File: src/rtl/cpwm_pkg.sv
package cpwm_pkg;
  typedef enum logic {
    DIR_UP = 1'b0,
    DIR_DN = 1'b1
  } cnt_dir_e;

  localparam int NUM_CNT  = 2;
  localparam int LAG_IDX  = 0;
  localparam int LEAD_IDX = 1;
endpackage

File: src/rtl/cpwm_tri_counter.sv
module cpwm_tri_counter
  import cpwm_pkg::*;
#(
  parameter int CW = 8
) (
  input  logic          clk,
  input  logic          rst_n,
  input  logic          en,
  input  logic          load,
  input  logic [CW-1:0] load_val,
  input  cnt_dir_e      load_dir,
  input  logic [CW-1:0] limit,
  output logic [CW-1:0] cnt,
  output logic          up
);
  logic [CW-1:0] cnt_q, cnt_d;
  cnt_dir_e      dir_q, dir_d;

  always_comb begin
    cnt_d = cnt_q;
    dir_d = dir_q;
    if (load) begin
      cnt_d = load_val;
      dir_d = load_dir;
    end else if (en) begin
      if (dir_q == DIR_UP) begin
        if (cnt_q >= limit) begin
          dir_d = DIR_DN;
          cnt_d = limit - 1'b1;
        end else begin
          cnt_d = cnt_q + 1'b1;
        end
      end else begin
        if (cnt_q == '0) begin
          dir_d = DIR_UP;
          cnt_d = {{(CW-1){1'b0}}, 1'b1};
        end else begin
          cnt_d = cnt_q - 1'b1;
        end
      end
    end
  end

  always_ff @(posedge clk or negedge rst_n) begin
    if (!rst_n) begin
      cnt_q <= '0;
      dir_q <= DIR_UP;
    end else begin
      cnt_q <= cnt_d;
      dir_q <= dir_d;
    end
  end

  assign cnt = cnt_q;
  assign up  = (dir_q == DIR_UP);

  // a running counter never leaves the 0..limit range
  a_r4_in_range: assert property (@(posedge clk) disable iff (!rst_n)
    en |-> (cnt_q <= limit));

  // reaching the peak while rising turns the counter downward
  a_r4_turn_at_peak: assert property (@(posedge clk) disable iff (!rst_n)
    (en && !load && dir_q == DIR_UP && cnt_q == limit) |=> (dir_q == DIR_DN));
endmodule

File: src/rtl/cpwm_guard_window.sv
module cpwm_guard_window #(
  parameter int CW = 8
) (
  input  logic          clk,
  input  logic          rst_n,
  input  logic          run,
  input  logic          start,
  input  logic          sync_clr,
  input  logic          supp_en,
  input  logic [CW-1:0] dead,
  input  logic          lead_up,
  input  logic          lag_up,
  output logic          reload,
  output logic          init_active
);
  logic [CW-1:0] init_q, init_d;
  logic          trough, clr_hit, shield, force_idle;

  assign trough      = lead_up && !lag_up;
  assign init_active = (init_q != '0);
  assign clr_hit     = run && sync_clr;
  assign shield      = supp_en && trough && !init_active;
  assign force_idle  = clr_hit && !shield;
  assign reload      = start || clr_hit;

  always_comb begin
    init_d = init_q;
    if (start || force_idle) begin
      init_d = dead;
    end else if (run && init_active) begin
      init_d = init_q - 1'b1;
    end
  end

  always_ff @(posedge clk or negedge rst_n) begin
    if (!rst_n) init_q <= '0;
    else        init_q <= init_d;
  end

  // a clear outside the shielded case restarts the idle span
  a_r7_forced_restart: assert property (@(posedge clk) disable iff (!rst_n)
    (run && sync_clr && !(supp_en && lead_up && !lag_up && init_active == 1'b0))
      |=> (init_q == dead));

  // a shielded clear in the trough starts no idle span
  a_r8_shielded_clear: assert property (@(posedge clk) disable iff (!rst_n)
    (run && sync_clr && supp_en && lead_up && !lag_up && init_q == '0)
      |=> (init_q == '0));

  // a clear during the idle span keeps the idle span alive
  a_r10_init_reforced: assert property (@(posedge clk) disable iff (!rst_n)
    (run && sync_clr && init_q != '0) |=> (init_q != '0));
endmodule

File: src/rtl/cpwm_phase_drive.sv
module cpwm_phase_drive #(
  parameter int CW = 8
) (
  input  logic          clk,
  input  logic          rst_n,
  input  logic          idle,
  input  logic          idle_pos,
  input  logic          idle_neg,
  input  logic [CW-1:0] duty,
  input  logic [CW-1:0] cnt_a,
  input  logic [CW-1:0] cnt_b,
  output logic          pos_n,
  output logic          neg_n
);
  logic [CW-1:0] hi, lo;
  logic          pos_act, neg_act;

  assign hi      = (cnt_a > cnt_b) ? cnt_a : cnt_b;
  assign lo      = (cnt_a > cnt_b) ? cnt_b : cnt_a;
  assign pos_act = (hi < duty);
  assign neg_act = (lo > duty);

  always_comb begin
    if (idle) begin
      pos_n = idle_pos;
      neg_n = idle_neg;
    end else begin
      pos_n = !pos_act;
      neg_n = !neg_act;
    end
  end

  // the complementary pair is never active together while comparing
  a_r6_no_overlap: assert property (@(posedge clk) disable iff (!rst_n)
    !idle |-> (pos_n || neg_n));
endmodule

File: src/rtl/cpwm_sync_guard.sv
module cpwm_sync_guard
  import cpwm_pkg::*;
#(
  parameter int CW = 8
) (
  input  logic          clk,
  input  logic          rst_n,
  input  logic          cfg_we,
  input  logic [CW-1:0] cfg_period,
  input  logic [CW-1:0] cfg_dead,
  input  logic [CW-1:0] cfg_duty,
  input  logic          cfg_idle_pos,
  input  logic          cfg_idle_neg,
  input  logic          cfg_supp_en,
  input  logic          run_i,
  input  logic          sync_clr_i,
  output logic          pwm_pos_n,
  output logic          pwm_neg_n
);
  logic [1:0]    rst_pipe;
  logic          rst_sn;
  logic          run_q, start, cfg_open;
  logic [CW-1:0] period_q, dead_q, duty_q;
  logic          idle_pos_q, idle_neg_q, supp_q;
  logic          reload, init_active, idle;

  logic [CW-1:0] load_val [NUM_CNT];
  cnt_dir_e      load_dir [NUM_CNT];
  logic [CW-1:0] cnt_val  [NUM_CNT];
  logic          cnt_up   [NUM_CNT];

  // reset: asserted asynchronously, released on the clock
  always_ff @(posedge clk or negedge rst_n) begin
    if (!rst_n) rst_pipe <= 2'b00;
    else        rst_pipe <= {rst_pipe[0], 1'b1};
  end
  assign rst_sn = rst_pipe[1];

  always_ff @(posedge clk or negedge rst_sn) begin
    if (!rst_sn) run_q <= 1'b0;
    else         run_q <= run_i;
  end
  assign start    = run_i && !run_q;
  assign cfg_open = cfg_we && !run_i && !run_q;

  always_ff @(posedge clk or negedge rst_sn) begin
    if (!rst_sn) begin
      period_q   <= '0;
      dead_q     <= '0;
      duty_q     <= '0;
      idle_pos_q <= 1'b1;
      idle_neg_q <= 1'b1;
      supp_q     <= 1'b0;
    end else if (cfg_open) begin
      period_q   <= cfg_period;
      dead_q     <= cfg_dead;
      duty_q     <= cfg_duty;
      idle_pos_q <= cfg_idle_pos;
      idle_neg_q <= cfg_idle_neg;
      supp_q     <= cfg_supp_en;
    end
  end

  // start-of-trough position: leading counter rising from 1, lagging one falling
  assign load_val[LEAD_IDX] = {{(CW-1){1'b0}}, 1'b1};
  assign load_dir[LEAD_IDX] = DIR_UP;
  assign load_val[LAG_IDX]  = dead_q - 1'b1;
  assign load_dir[LAG_IDX]  = DIR_DN;

  for (genvar g = 0; g < NUM_CNT; g++) begin : g_cnt
    cpwm_tri_counter #(.CW(CW)) u_cnt (
      .clk      (clk),
      .rst_n    (rst_sn),
      .en       (run_q),
      .load     (reload),
      .load_val (load_val[g]),
      .load_dir (load_dir[g]),
      .limit    (period_q),
      .cnt      (cnt_val[g]),
      .up       (cnt_up[g])
    );
  end

  cpwm_guard_window #(.CW(CW)) u_window (
    .clk         (clk),
    .rst_n       (rst_sn),
    .run         (run_q),
    .start       (start),
    .sync_clr    (sync_clr_i),
    .supp_en     (supp_q),
    .dead        (dead_q),
    .lead_up     (cnt_up[LEAD_IDX]),
    .lag_up      (cnt_up[LAG_IDX]),
    .reload      (reload),
    .init_active (init_active)
  );

  assign idle = !run_q || init_active;

  cpwm_phase_drive #(.CW(CW)) u_drive (
    .clk      (clk),
    .rst_n    (rst_sn),
    .idle     (idle),
    .idle_pos (idle_pos_q),
    .idle_neg (idle_neg_q),
    .duty     (duty_q),
    .cnt_a    (cnt_val[LEAD_IDX]),
    .cnt_b    (cnt_val[LAG_IDX]),
    .pos_n    (pwm_pos_n),
    .neg_n    (pwm_neg_n)
  );

  // captured configuration holds while the generator runs
  a_r2_cfg_frozen: assert property (@(posedge clk) disable iff (!rst_sn)
    run_q |=> ($stable(duty_q) && $stable(dead_q) && $stable(period_q)));

  // a stopped generator shows its idle levels
  a_r1_stopped_idle: assert property (@(posedge clk) disable iff (!rst_sn)
    !run_q |-> (pwm_pos_n == idle_pos_q && pwm_neg_n == idle_neg_q));
endmodule

File: config.mk
export PLATFORM = sky130hd
export DESIGN_NAME = cpwm_sync_guard
export DESIGN_NICKNAME = d
export VERILOG_FILES = /design/src/rtl/cpwm_pkg.sv /design/src/rtl/cpwm_tri_counter.sv /design/src/rtl/cpwm_guard_window.sv /design/src/rtl/cpwm_phase_drive.sv /design/src/rtl/cpwm_sync_guard.sv
export SDC_FILE = /design/constraint.sdc
export NUM_CORES = 1
export LEC_CHECK = 0
export ABC_CLOCK_PERIOD_IN_PS = 5000
export BUFFER_PORTS_ARGS = -buffer_cell sky130_fd_sc_hd__buf_4
export CORE_MARGIN = 8
export CORE_UTILIZATION = 50
export DETAILED_ROUTE_END_ITERATION = 16
export PLACE_DENSITY = 0.79
export SLEW_MARGIN = 0
export SYNTH_ARGS = -nofsm -noshare
export SYNTH_HDL_FRONTEND = slang
export SYNTH_SLANG_ARGS = --single-unit
export TNS_END_PERCENT = 10
File: constraint.sdc
create_clock -name clk -period 5 [get_ports clk]
set_clock_uncertainty 0.05 [all_clocks]
set_input_delay 1 -clock clk [delete_from_list [all_inputs] [get_ports clk]]
set_output_delay 1 -clock clk [all_outputs]
set_load 0.1 [all_outputs]
==> summary.md <==
| Metric | Value |
|---|---|
| Synth Instances | `497` |
| Main combinational cell family by area after synthesis | `compound AO/OA/AOI/OAI gates` |
| Sequential fraction of the synthesis area | `0.3231` |
| First-pass GRT wire length | `19140 um` |
| Synth Register Bits | `56` |
| Hold Crit Class | `reg -> reg` |
| Status | `completed` |
| Nets@finish | `611` |
| Clock Pin Slew Worst Setup and Hold Paths | `110 ps` |
| Max_cap viols | `0` |
| Vias in the first global route | `3823` |
| Yosys top cell area share | `0.3110` |
| CTS sink cnt | `56` |
| Core Area | `8593 um2` |
| WL final | `11400 um` |
| Total CTS buffers | `5` |
| Slowest cell delay on critical path | `520 ps` |
| Synth Area in Compound Gates | `0.1754` |
| Pre-CTS setup slack | `493.2 ps` |
| I/O pin total | `34` |
| Post-route insts no fill | `641` |
| Number of synthesized flops with an enable pin | `0` |
| Synthesized cell area | `4345 um2` |
| # fillers | `786` |
| Period minus WS final | `4772 ps` |
| Slew Limit Fails | `0` |
| Hold Path Depth | `0` |
| Routed WL per cell | `17.79 um` |
| Reg2Reg Capture Point | `g_cnt[0].u_cnt.cnt[6]` |
| Post-Synth XOR/XNOR Area | `0.06248` |
| Fmax | `209.6 MHz` |
| Footprint of the multi-input gates | `2706 um2` |
| Crit path max fanout | `9` |
| DR vias | `3832` |
| RSZ-0062 raised after global routing | `false` |
| Period utilisation layout | `0.9543` |
| Largest cells by area after synthesis | `dfrtp_1 (31%), ha_1 (14%), o21ai_0 (5.6%), mux2_2 (4.7%), nand2_1 (4.7%)` |
| Yosys Warn Count | `0` |
| Post-synthesis average cell area | `8.743 um2` |
| Share of cells above drive strength 1 | `0.1707` |
| CTS H-tree lvls | `2` |
| Initial Utilization | `0.5057` |
| CTS tree | `done` |
| Setup Viol. Count Final | `0` |
| Die area | `11930 um2` |
| # hold bufs at CTS | `0` |
| Area leader, netlist | `dfrtp_1` |
| Largest net degree at the start of global routing | `55` |
| Drt drc | `0` |
| Multiplexer area fraction after synthesis | `0.07659` |
| Via density | `5.978` |
| Die Height | `109.2 um` |
| R2R Setup Slk | `1920 ps` |
| ANT nets after route | `0` |
| Post-synthesis simple-gate area fraction | `0.1705` |
| GR Overflow Total | `0` |
| Initial antenna violation count | `0` |
| Worst r2r src | `g_cnt[0].u_cnt.cnt[0]` |
| GR Util All Layers | `0.2007` |
| Critical Path Source Type | `flop` |
| Power Dens Cells | `391.9 nW/um2` |
| Min-Delay Startpoint | `rst_pipe[0]` |
| Die W | `109.2 um` |
| Synth cell types | `59` |
| Ys async rst share | `1.000` |
| Reg area | `1405 um2` |
| First-pass DRT Iterations | `6` |
| Crit path top cell by count | `buf_4` |
| Clk Latency, worst-skew pair | `310 ps` |
| Post-synth top flop | `dfrtp_1` |
| Leakage power | `2.210 nW` |
| Drt first-iter violations | `409` |
| Bufs on Longest Clock Path | `2` |
| Synth Area in Adders | `0.1353` |
| Commonest cells post-synth | `dfrtp_1 (54), nand2_1 (54), o21ai_0 (49), ha_1 (47), inv_1 (36)` |
| Measured slew at the worst slew-check pin | `1184 ps` |
| Peak supply drop | `0.0002091 V` |
| Root Buffer | `clkbuf_8` |
| Critical Path RT | `3950 ps` |
| GPL Wtd Cong | `0.9802` |
| Post-DP HPWL | `8775 um` |
| Row count | `34` |
| Placed Instances | `630` |
| Worst Hold End | `rst_pipe[1]` |
| R2R depth | `10` |
| Final setup margin | `228.4 ps` |
| Port Buffers | `33` |
| WP data arrival | `3720 ps` |
| Layout area overhead | `12.84%` |
| Worst path cell trace | `inv_1 -> ha_1 -> nor2b_1 -> o211ai_1 -> a21oi_1 -> o21ai_2 -> buf_4 -> buf_4 -> o21ai_0 -> ha_1 -> a21o_1 -> a21o_1 -> a21oi_1 -> o21ai_0 -> a21oi_2 -> buf_4` |
| Syn Nets | `576` |
| Antenna Cells | `0` |
| Critical Path End Type | `output pin` |
| Hold Fails Final Rpt | `0` |
| CP max-delay cell | `dfrtp_1` |
| Crit Path Class | `reg -> out` |
| Rel. slew slack | `0.2038` |
==> state kept, by name (all words and copies together), names as in the netlist, 2 cells and up <==
name / count
g_cnt.u_cnt.dir_q: 2
duty_q: 8
period_q: 8
u_window.init_q: 8
rst_pipe: 2
dead_q: 8
g_cnt.u_cnt.cnt: 16
==> final cells by class <==
class                      count  area share
timing repair buffer          53     0.08369
clock inverter                 2    0.007910
clock buffer                   6     0.01480
sequential                    56      0.2866
tap                          108     0.02756
inverter                      36     0.02756
multi-input combinational    380      0.5519
==> critical path, delay by kind of cell, from the launching register on <==
kind            cells  cell delay, ps
compound gates      9            1420
buf+inv             4             790
fa+ha+maj           2             540
flops               1             520
simple gates        1             110
==> metal layers <==
metal  routed length (um)  GRT usage  vias to the layer above
met5                    0          0                        -
met4                  346    0.07136                        0
met3                  905    0.03428                       38
met2                 5052     0.3076                      177
met1                 5098     0.2782                     1779
li1                     -          -                     1838
==> kinds of logic after synthesis <==
logic type,count (synthesis)
compound gates,120
fa+ha+maj,47
buf+inv,61
simple gates,150
xor+xnor,31
flops,56
mux,31
other cells,1
==> report_power, final <==
| part | internal [W] | leakage [nW] | switching, W |
|---|---|---|---|
| Combinational | 0.000415 | 1.47 | 0.000552 |
| Clock | 0.000152 | 0.0558 | 0.000157 |
| Sequential | 0.000543 | 0.683 | 0.000102 |
==> what timing repair did <==
| item | in CTS | in global routing |
|---|---|---|
| setup endpoints to repair | 0 | 2 |
| setup buffers | 0 | 3 |
| gates resized for setup | 0 | 1 |
==> placed cells by master (no fill, tap or decap), drive strengths merged, types with 3 or more instances in the layout <==
cell type  synthesis  final
and3               5      5
mux2i             13     13
inv               36     37
nor2              23     23
nand4              5      5
a21oi             23     23
mux2              18     18
o211ai             6      6
nor4               5      5
xnor2             19     19
nor3b              3      3
nor3              10     10
dfrtp             54     54
a32oi              3      3
nand2b            10     10
a221oi             3      3
o221ai             6      6
nand2             55     55
o31ai              5      5
a211oi             3      3
or4                3      3
a21o               3      3
clkbuf            14      6
buf               11     53
o21ai             50     50
nand3             16     16
nor2b              7      7
ha                47     47
xor2              12     12
==> metrics by stage <==
stage	hold WS, ps	utilization	setup TNS (ps)	total power, W	cell area (um2)
6_report	309.8	0.5706	0	0.001922	4903
5_1_grt	321.8	0.5706	0	0.002074	4903
4_1_cts	316.8	0.5661	0	0.001902	4865
3_5_place_dp	291.7	0.5531	0	0.001586	4753
3_3_place_gp	285.4	0.5531	0	0.001555	4753
2_1_floorplan	281.2	-	-156.5	0.001327	4349
==> worst max path at each step <==
stage / startpoint / endpoint / slack [ps] / cells after the start
after floorplan: g_cnt[0].u_cnt.cnt[5] / pwm_pos_n / -160 / 13
after global placement: g_cnt[1].u_cnt.cnt[1] / pwm_neg_n / 620 / 16
after detailed placement: g_cnt[1].u_cnt.cnt[1] / pwm_neg_n / 490 / 16
after CTS: g_cnt[0].u_cnt.cnt[6] / pwm_neg_n / 110 / 16
after global routing: g_cnt[0].u_cnt.cnt[7] / pwm_pos_n / 30 / 16
final: g_cnt[1].u_cnt.cnt[0] / pwm_neg_n / 230 / 16
Power figures use the tool's default switching activity.
